`src/rtl/bus_res_pkg.sv`:
```
package bus_res_pkg;

    typedef enum logic [1:0] {
        LV_0 = 2'b00,
        LV_1 = 2'b01,
        LV_Z = 2'b10,
        LV_X = 2'b11
    } lvl_e;

    // Merge two contributions on one line; commutative and associative.
    function automatic lvl_e merge_lvl(lvl_e a, lvl_e b);
        if (a == LV_X || b == LV_X) return LV_X;
        if (a == LV_Z) return b;
        if (b == LV_Z) return a;
        if (a == b) return a;
        return LV_X;
    endfunction

    function automatic lvl_e drive_lvl(logic en, logic d);
        if (!en) return LV_Z;
        return d ? LV_1 : LV_0;
    endfunction

    function automatic int cnt_width(int n);
        return $clog2(n + 1);
    endfunction

    function automatic int tree_levels(int n);
        return (n <= 1) ? 0 : $clog2(n);
    endfunction

endpackage

```
`src/rtl/drv_encode.sv`:
```
module drv_encode
    import bus_res_pkg::*;
#(
    parameter int N = 4
) (
    input  logic [N-1:0] en,
    input  logic [N-1:0] dat,
    output lvl_e         lvl [N]
);
    for (genvar i = 0; i < N; i++) begin : g_drv
        assign lvl[i] = drive_lvl(en[i], dat[i]);
    end
endmodule

```
`src/rtl/lvl_tree.sv`:
```
module lvl_tree
    import bus_res_pkg::*;
#(
    parameter int N = 4
) (
    input  lvl_e lvl [N],
    output lvl_e res
);
    localparam int LEVELS = tree_levels(N);
    localparam int PAD    = 1 << LEVELS;

    for (genvar l = 0; l <= LEVELS; l++) begin : lv
        localparam int W = PAD >> l;
        lvl_e v [W];
        if (l == 0) begin : g_leaf
            for (genvar k = 0; k < W; k++) begin : g_k
                if (k < N) begin : g_real
                    assign v[k] = lvl[k];
                end else begin : g_pad
                    assign v[k] = LV_Z;
                end
            end
        end else begin : g_node
            for (genvar k = 0; k < W; k++) begin : g_k
                assign v[k] = merge_lvl(lv[l-1].v[2*k], lv[l-1].v[2*k+1]);
            end
        end
    end

    assign res = lv[LEVELS].v[0];
endmodule

```
`src/rtl/act_count.sv`:
```
module act_count
    import bus_res_pkg::*;
#(
    parameter int N  = 4,
    parameter int CW = cnt_width(N)
) (
    input  logic [N-1:0]  en,
    output logic [CW-1:0] cnt
);
    always_comb begin
        cnt = '0;
        for (int i = 0; i < N; i++) begin
            cnt = cnt + CW'(en[i]);
        end
    end
endmodule

```
`src/rtl/multi_detect.sv`:
```
module multi_detect #(
    parameter int N = 4
) (
    input  logic [N-1:0] en,
    output logic         multi
);
    localparam logic [N-1:0] ONE = N'(1);
    // Clearing the lowest set bit leaves something only if two or more were set.
    assign multi = |(en & (en - ONE));
endmodule

```
`src/rtl/bus_resolver.sv`:
```
module bus_resolver
    import bus_res_pkg::*;
#(
    parameter  int N  = 4,
    localparam int CW = cnt_width(N)
) (
    input  logic [N-1:0]  drv_en,
    input  logic [N-1:0]  drv_dat,
    output logic [1:0]    bus_val,
    output logic [CW-1:0] act_cnt,
    output logic          collide
);
    lvl_e drv_lvl [N];
    lvl_e res_lvl;

    drv_encode #(.N(N)) u_enc (
        .en  (drv_en),
        .dat (drv_dat),
        .lvl (drv_lvl)
    );

    lvl_tree #(.N(N)) u_tree (
        .lvl (drv_lvl),
        .res (res_lvl)
    );

    act_count #(.N(N), .CW(CW)) u_cnt (
        .en  (drv_en),
        .cnt (act_cnt)
    );

    multi_detect #(.N(N)) u_multi (
        .en    (drv_en),
        .multi (collide)
    );

    assign bus_val = res_lvl;

    always_comb begin

        idle_z_chk: assert ((act_cnt != '0) || (res_lvl == LV_Z));

        single_known_chk: assert ((act_cnt != CW'(1)) || (res_lvl == LV_0) || (res_lvl == LV_1));

        x_needs_many_chk: assert ((res_lvl != LV_X) || collide);

        collide_cnt_chk: assert (collide == (act_cnt > CW'(1)));

        z_means_idle_chk: assert ((res_lvl != LV_Z) || (act_cnt == '0));
    end
endmodule

```
`config.mk`:
```
export PLATFORM = sky130hd
export DESIGN_NAME = bus_resolver
export DESIGN_NICKNAME = d
export VERILOG_FILES = /design/src/rtl/bus_res_pkg.sv /design/src/rtl/drv_encode.sv /design/src/rtl/lvl_tree.sv /design/src/rtl/act_count.sv /design/src/rtl/multi_detect.sv /design/src/rtl/bus_resolver.sv
export SDC_FILE = /design/constraint.sdc
export NUM_CORES = 1
export LEC_CHECK = 0
export BUFFER_PORTS_ARGS = -buffer_cell sky130_fd_sc_hd__buf_2
export CAP_MARGIN = 20
export CORE_AREA = 2 2 39 41
export DETAILED_ROUTE_END_ITERATION = 10
export DIE_AREA = 0 0 41 43
export PLACE_DENSITY = 0.41
export SYNTH_ARGS = -nofsm -noshare
export SYNTH_HDL_FRONTEND = slang
export SYNTH_SLANG_ARGS = --single-unit
```
`constraint.sdc`:
```
create_clock -name vclk -period 1.6
set_input_delay 0.32 -clock vclk [all_inputs]
set_output_delay 0.32 -clock vclk [all_outputs]
set_load 0.02 [all_outputs]
```
Word-level counts from Yosys, hierarchy flattened --
Cells that the tools add are included.
Storage, ports and cells: bits in registers 0, input bits 8, logic and storage cells 86
Operators by class: $add $sub $neg 4, eq/ne operators 15, multiplexer cells 62, bitwise operators 1, reductions and logical operators 4
Operators by type and width (number):
- 2-bit 2-to-1 mux | 28
- 1-bit 2-to-1 mux | 34
- 2-bit == test, second input constant | 12
- 3-bit by 1-bit adder with 3-bit output | 2
- 2-bit == test | 3
- 4-bit AND | 1
- 4-bit OR reduction | 1
- 4-bit by 1-bit subtractor with 4-bit output, second input constant | 1
- 1-bit logical OR | 3
- 1-bit by 1-bit adder with 2-bit output | 1

Longest topological paths before layout --
depth after elaboration 28, gate-level depth with buffers 6, depth with buffers taken out 6

Cells and area by module --
From an unflattened synthesis, not the netlist that was laid out.
Second synthesis, totals: cells, all modules 32, area total of the unflattened synthesis 229.0 um^2
Modules (own cells, without submodules):
- lvl_tree | instances 1, cells an instance 18, area each 125.1 um^2, seq. area each 0.0 um^2
- act_count | instances 1, cells an instance 3, area each 45.0 um^2, seq. area each 0.0 um^2
- drv_encode | instances 1, cells an instance 8, area each 40.0 um^2, seq. area each 0.0 um^2
- multi_detect | instances 1, cells an instance 3, area each 18.8 um^2, seq. area each 0.0 um^2

Worst setup path before layout --
Ideal clock, no wire load.
path type input to output, from input drv_en[0], to output bus_val[1], arrival 1525 ps, data required time 1280 ps, path slack -245 ps, stages 6, cell sequence inv_1 > ha_1 > a21oi_1 > a2bb2oi_1 > xor2_1 > o311ai_2
On the way: cells in the longest elaborated chain, start to end 19
Ends and longest elaborated chain:
- start: declaration | RTL line bus_resolver.sv:7 | input logic [N-1:0] drv_en,
- 2-bit 2-to-1 mux (*) | RTL line bus_res_pkg.sv:21 | return d ? LV_1 : LV_0;
- 2-bit == test | RTL line bus_res_pkg.sv:15 | if (a == b) return a;
- 1-bit 2-to-1 mux (2 in series) | RTL line bus_res_pkg.sv:15
- 1-bit 2-to-1 mux | RTL line bus_res_pkg.sv:14 | if (b == LV_Z) return a;
- 1-bit 2-to-1 mux | RTL line bus_res_pkg.sv:13 | if (a == LV_Z) return b;
- 2-bit 2-to-1 mux | RTL line bus_res_pkg.sv:16 | return LV_X;
- 2-bit 2-to-1 mux | RTL line bus_res_pkg.sv:15
- 2-bit 2-to-1 mux | RTL line bus_res_pkg.sv:14
- 2-bit 2-to-1 mux (*) | RTL line bus_res_pkg.sv:13
- 2-bit == test | RTL line bus_res_pkg.sv:15
- 1-bit 2-to-1 mux (2 in series) | RTL line bus_res_pkg.sv:15
- 1-bit 2-to-1 mux | RTL line bus_res_pkg.sv:14
- 1-bit 2-to-1 mux | RTL line bus_res_pkg.sv:13
- 2-bit 2-to-1 mux | RTL line bus_res_pkg.sv:16
- 2-bit 2-to-1 mux | RTL line bus_res_pkg.sv:15
- 2-bit 2-to-1 mux | RTL line bus_res_pkg.sv:14
- 2-bit 2-to-1 mux (*) | RTL line bus_res_pkg.sv:13
- end: declaration | RTL line bus_resolver.sv:9 | output logic [1:0] bus_val,
Mark *: on every way between the ends. The rest lies on a longest branch, timed or not. The select of a mux whose other input is x is not followed.

Final worst setup path --
Ends and elaborated chain as after synthesis.

==> results.sh <==
export IMPL_status="finished, violations left"
export IMPL_failed_checks="setup timing"
export IMPL_ys_warnings_count=0
export IMPL_hold_violations=0
export IMPL_die_w_um=41
export IMPL_synthCells=34
export IMPL_grt_start_max_net_pins=8
export IMPL_p_total_mw=0.235
export IMPL_synthDominantCellAreaShare_pct=19.9
export IMPL_start_kind="input pin"
export IMPL_grt_pass1_vias=309
export IMPL_postLayoutCellArea_sq_um=623
export IMPL_synth_area_top_cells="ha_1 (20%), inv_1 (10%), xor2_1 (10%), fa_1 (8.0%), o311ai_2 (6.5%)"
export IMPL_coreArea_sq_mm=0.00138
export IMPL_finalSetupViolCount=5
export IMPL_post_route_period_util_pct=114
export IMPL_p_int_mw=0.129
export IMPL_start_util_pct=18.2
export IMPL_wl_per_cell_um=8.76
export IMPL_worstMarginPinSlew_ns=0.259
export IMPL_period_minus_slack_ns=1.82
export IMPL_gp_congestion=0.702
export IMPL_layout_cells_most_common_list="buf_4 (14), buf_2 (6), buf_6 (6)"
export IMPL_path_class="input pin to output port"
export IMPL_fillers=147
export IMPL_drcViolationCount=0
export IMPL_syn_area_per_cell_sq_um=7.40
export IMPL_mostFrequentLayoutCell="buf_4"
export IMPL_seq_cells=0
export IMPL_cap_viol_max_count=0
export IMPL_cp_top_family="compound AO/OA/AOI/OAI gates"
export IMPL_path_cells="buf_8 > inv_4 > ha_4 > a21oi_2 > a2bb2oi_2 > xor2_2 > o311ai_4 > buf_6"
export IMPL_port_buffers=14
export IMPL_dpl_cell_area_sq_um=524
export IMPL_drt_wl_total_um=683
export IMPL_hold_depth=5
export IMPL_maxSlewViolCount=0
export IMPL_finalNonFillerCells=78
export IMPL_finalSetupTns_ns=-0.827
export IMPL_critPathBufInv=3
export IMPL_switching_share_pct=45.3
export IMPL_antenna_found_initial=0
export IMPL_num_vias=331
export IMPL_hold_path_class="input pin to output port"
export IMPL_setup_slack_ns=-0.216
export IMPL_synth_cell_type_count=18
export IMPL_place_inst=78
export IMPL_power_share_clock_pct=0
export IMPL_holdPathEnd="bus_val[0]"
export IMPL_leakage_nw=0.278
export IMPL_rsz0062_at_grt="true"
export IMPL_layout_nets=77
export IMPL_min_from="drv_dat[0]"
export IMPL_vias_per_cell=4.24
export IMPL_p_comb_share_pct=100.0
export IMPL_cts_hold_buf=0
export IMPL_netlist_area_sq_um=251
export IMPL_critPathCaptureType="output port"
export IMPL_path_max_fanout=3
export IMPL_power_density_mw_per_mm2=377
export IMPL_first_iter_violations=3
export IMPL_power_frac_seq_pct=0
export IMPL_relSlewSlack_pct=82.6
export IMPL_seq_area_sq_um=0
export IMPL_grt_first_pass_wirelength_um=1170
export IMPL_nClkBuffers=0
export IMPL_globalRouteOverflowTotal=0
export IMPL_slowest_delay_ns=0.22
export IMPL_ir_drop_mv=0.191
export IMPL_path_depth=8
export IMPL_dp_hpwl_um=629
export IMPL_required_ns=1.28
export IMPL_slowest_stage="a2bb2oi_2"
export IMPL_fmax_mhz=551
export IMPL_syn_num_nets=47
export IMPL_drtAntennaViolNets=0
export IMPL_chipHeight_um=43
export IMPL_ioPinCount=14
export IMPL_firstDrtPassIters=2
export IMPL_utilization_pct=45.0
export IMPL_dieArea_sq_mm=0.00176
export IMPL_synth_top_area_cell="ha_1"
export IMPL_diodes=0
export IMPL_synth_seq_area_share_pct=0
export IMPL_area_growth_pct=148
export IMPL_worst_ep_arrival_time_ns=1.50
export IMPL_grt_usage_pct=8.92
export IMPL_drive_above_1_share_pct=75.8
export IMPL_std_cell_rows=14
export IMPL_p_sw_mw=0.107
[how the worst max path moves through the flow]
stage                       to  slack, ns      start
floorplan           bus_val[1]      -0.09  drv_en[1]
global placement    bus_val[1]      -0.41  drv_en[1]
detailed placement  bus_val[1]      -0.42  drv_en[1]
CTS                 bus_val[1]      -0.23  drv_en[1]
global route        bus_val[1]      -0.30  drv_en[0]
finish              bus_val[1]      -0.22  drv_en[0]
[cell usage after synthesis]
cell type and instances:
inv_1 7, ha_1 4, o21ai_0 3, xor2_1 3
a21oi_1 2, nand2_1 2, nor2_1 2, a21boi_0 1
a221o_1 1, a22oi_1 1, a2bb2oi_1 1, fa_1 1
nand2b_1 1, nor4_1 1, o211ai_1 1, o211ai_2 1
o311ai_2 1, or2_2 1
[logic make-up after synthesis]
logic type / after synthesis / share of synthesized area, %
and+or+nand+nor: 7 / 13.4
xor gates and xnor gates: 3 / 10.4
adders and majority gates: 5 / 27.9
AOI/OAI and AO/OA: 12 / 37.8
buffers and inverters: 7 / 10.4
[worst min-delay path, stage by stage]
cell	delay, ns
buf_2	0.10
a2bb2oi_2	0.08
nand2_1	0.07
a221o_1	0.11
buf_6	0.11
[stage by stage]
stage | worst slack, ns | hold slack [ns]
2_1_floorplan | -0.0876 | 0.845
3_3_place_gp | -0.408 | 1.13
3_5_place_dp | -0.422 | 1.13
4_1_cts | -0.227 | 1.12
5_1_grt | -0.296 | 1.17
6_report | -0.216 | 1.12
[power groups by stage]
stage	Combinational, mW	Sequential, mW	Clock (mW)
CTS	0.231	0	0
detailed placement	0.191	0	0
floorplan	0.116	0	0
global route	0.257	0	0
finish	0.235	0	0
global placement	0.192	0	0
[cell type report]
class	instances	area [sq um]	area share [%]
multi-input combinational	27	319	51.2
timing repair buffer	28	238	38.2
inverter	7	46.3	7.43
tap	16	20.0	3.21
[layer usage]
layer	track usage [%]	vias up	part of all wire (%)
li1	-	176	-
met1	12.1	149	43
met2	15.9	6	53
met3	0	0	4.2
met4	0	0	0
met5	0	-	0
[what timing repair did]
action                                  CTS  global route
pin swaps                                 8             3
resized for setup                        21             7
endpoints found under the setup margin    6             6
setup buffers                             1             0
(Power assumes the default switching activity.)
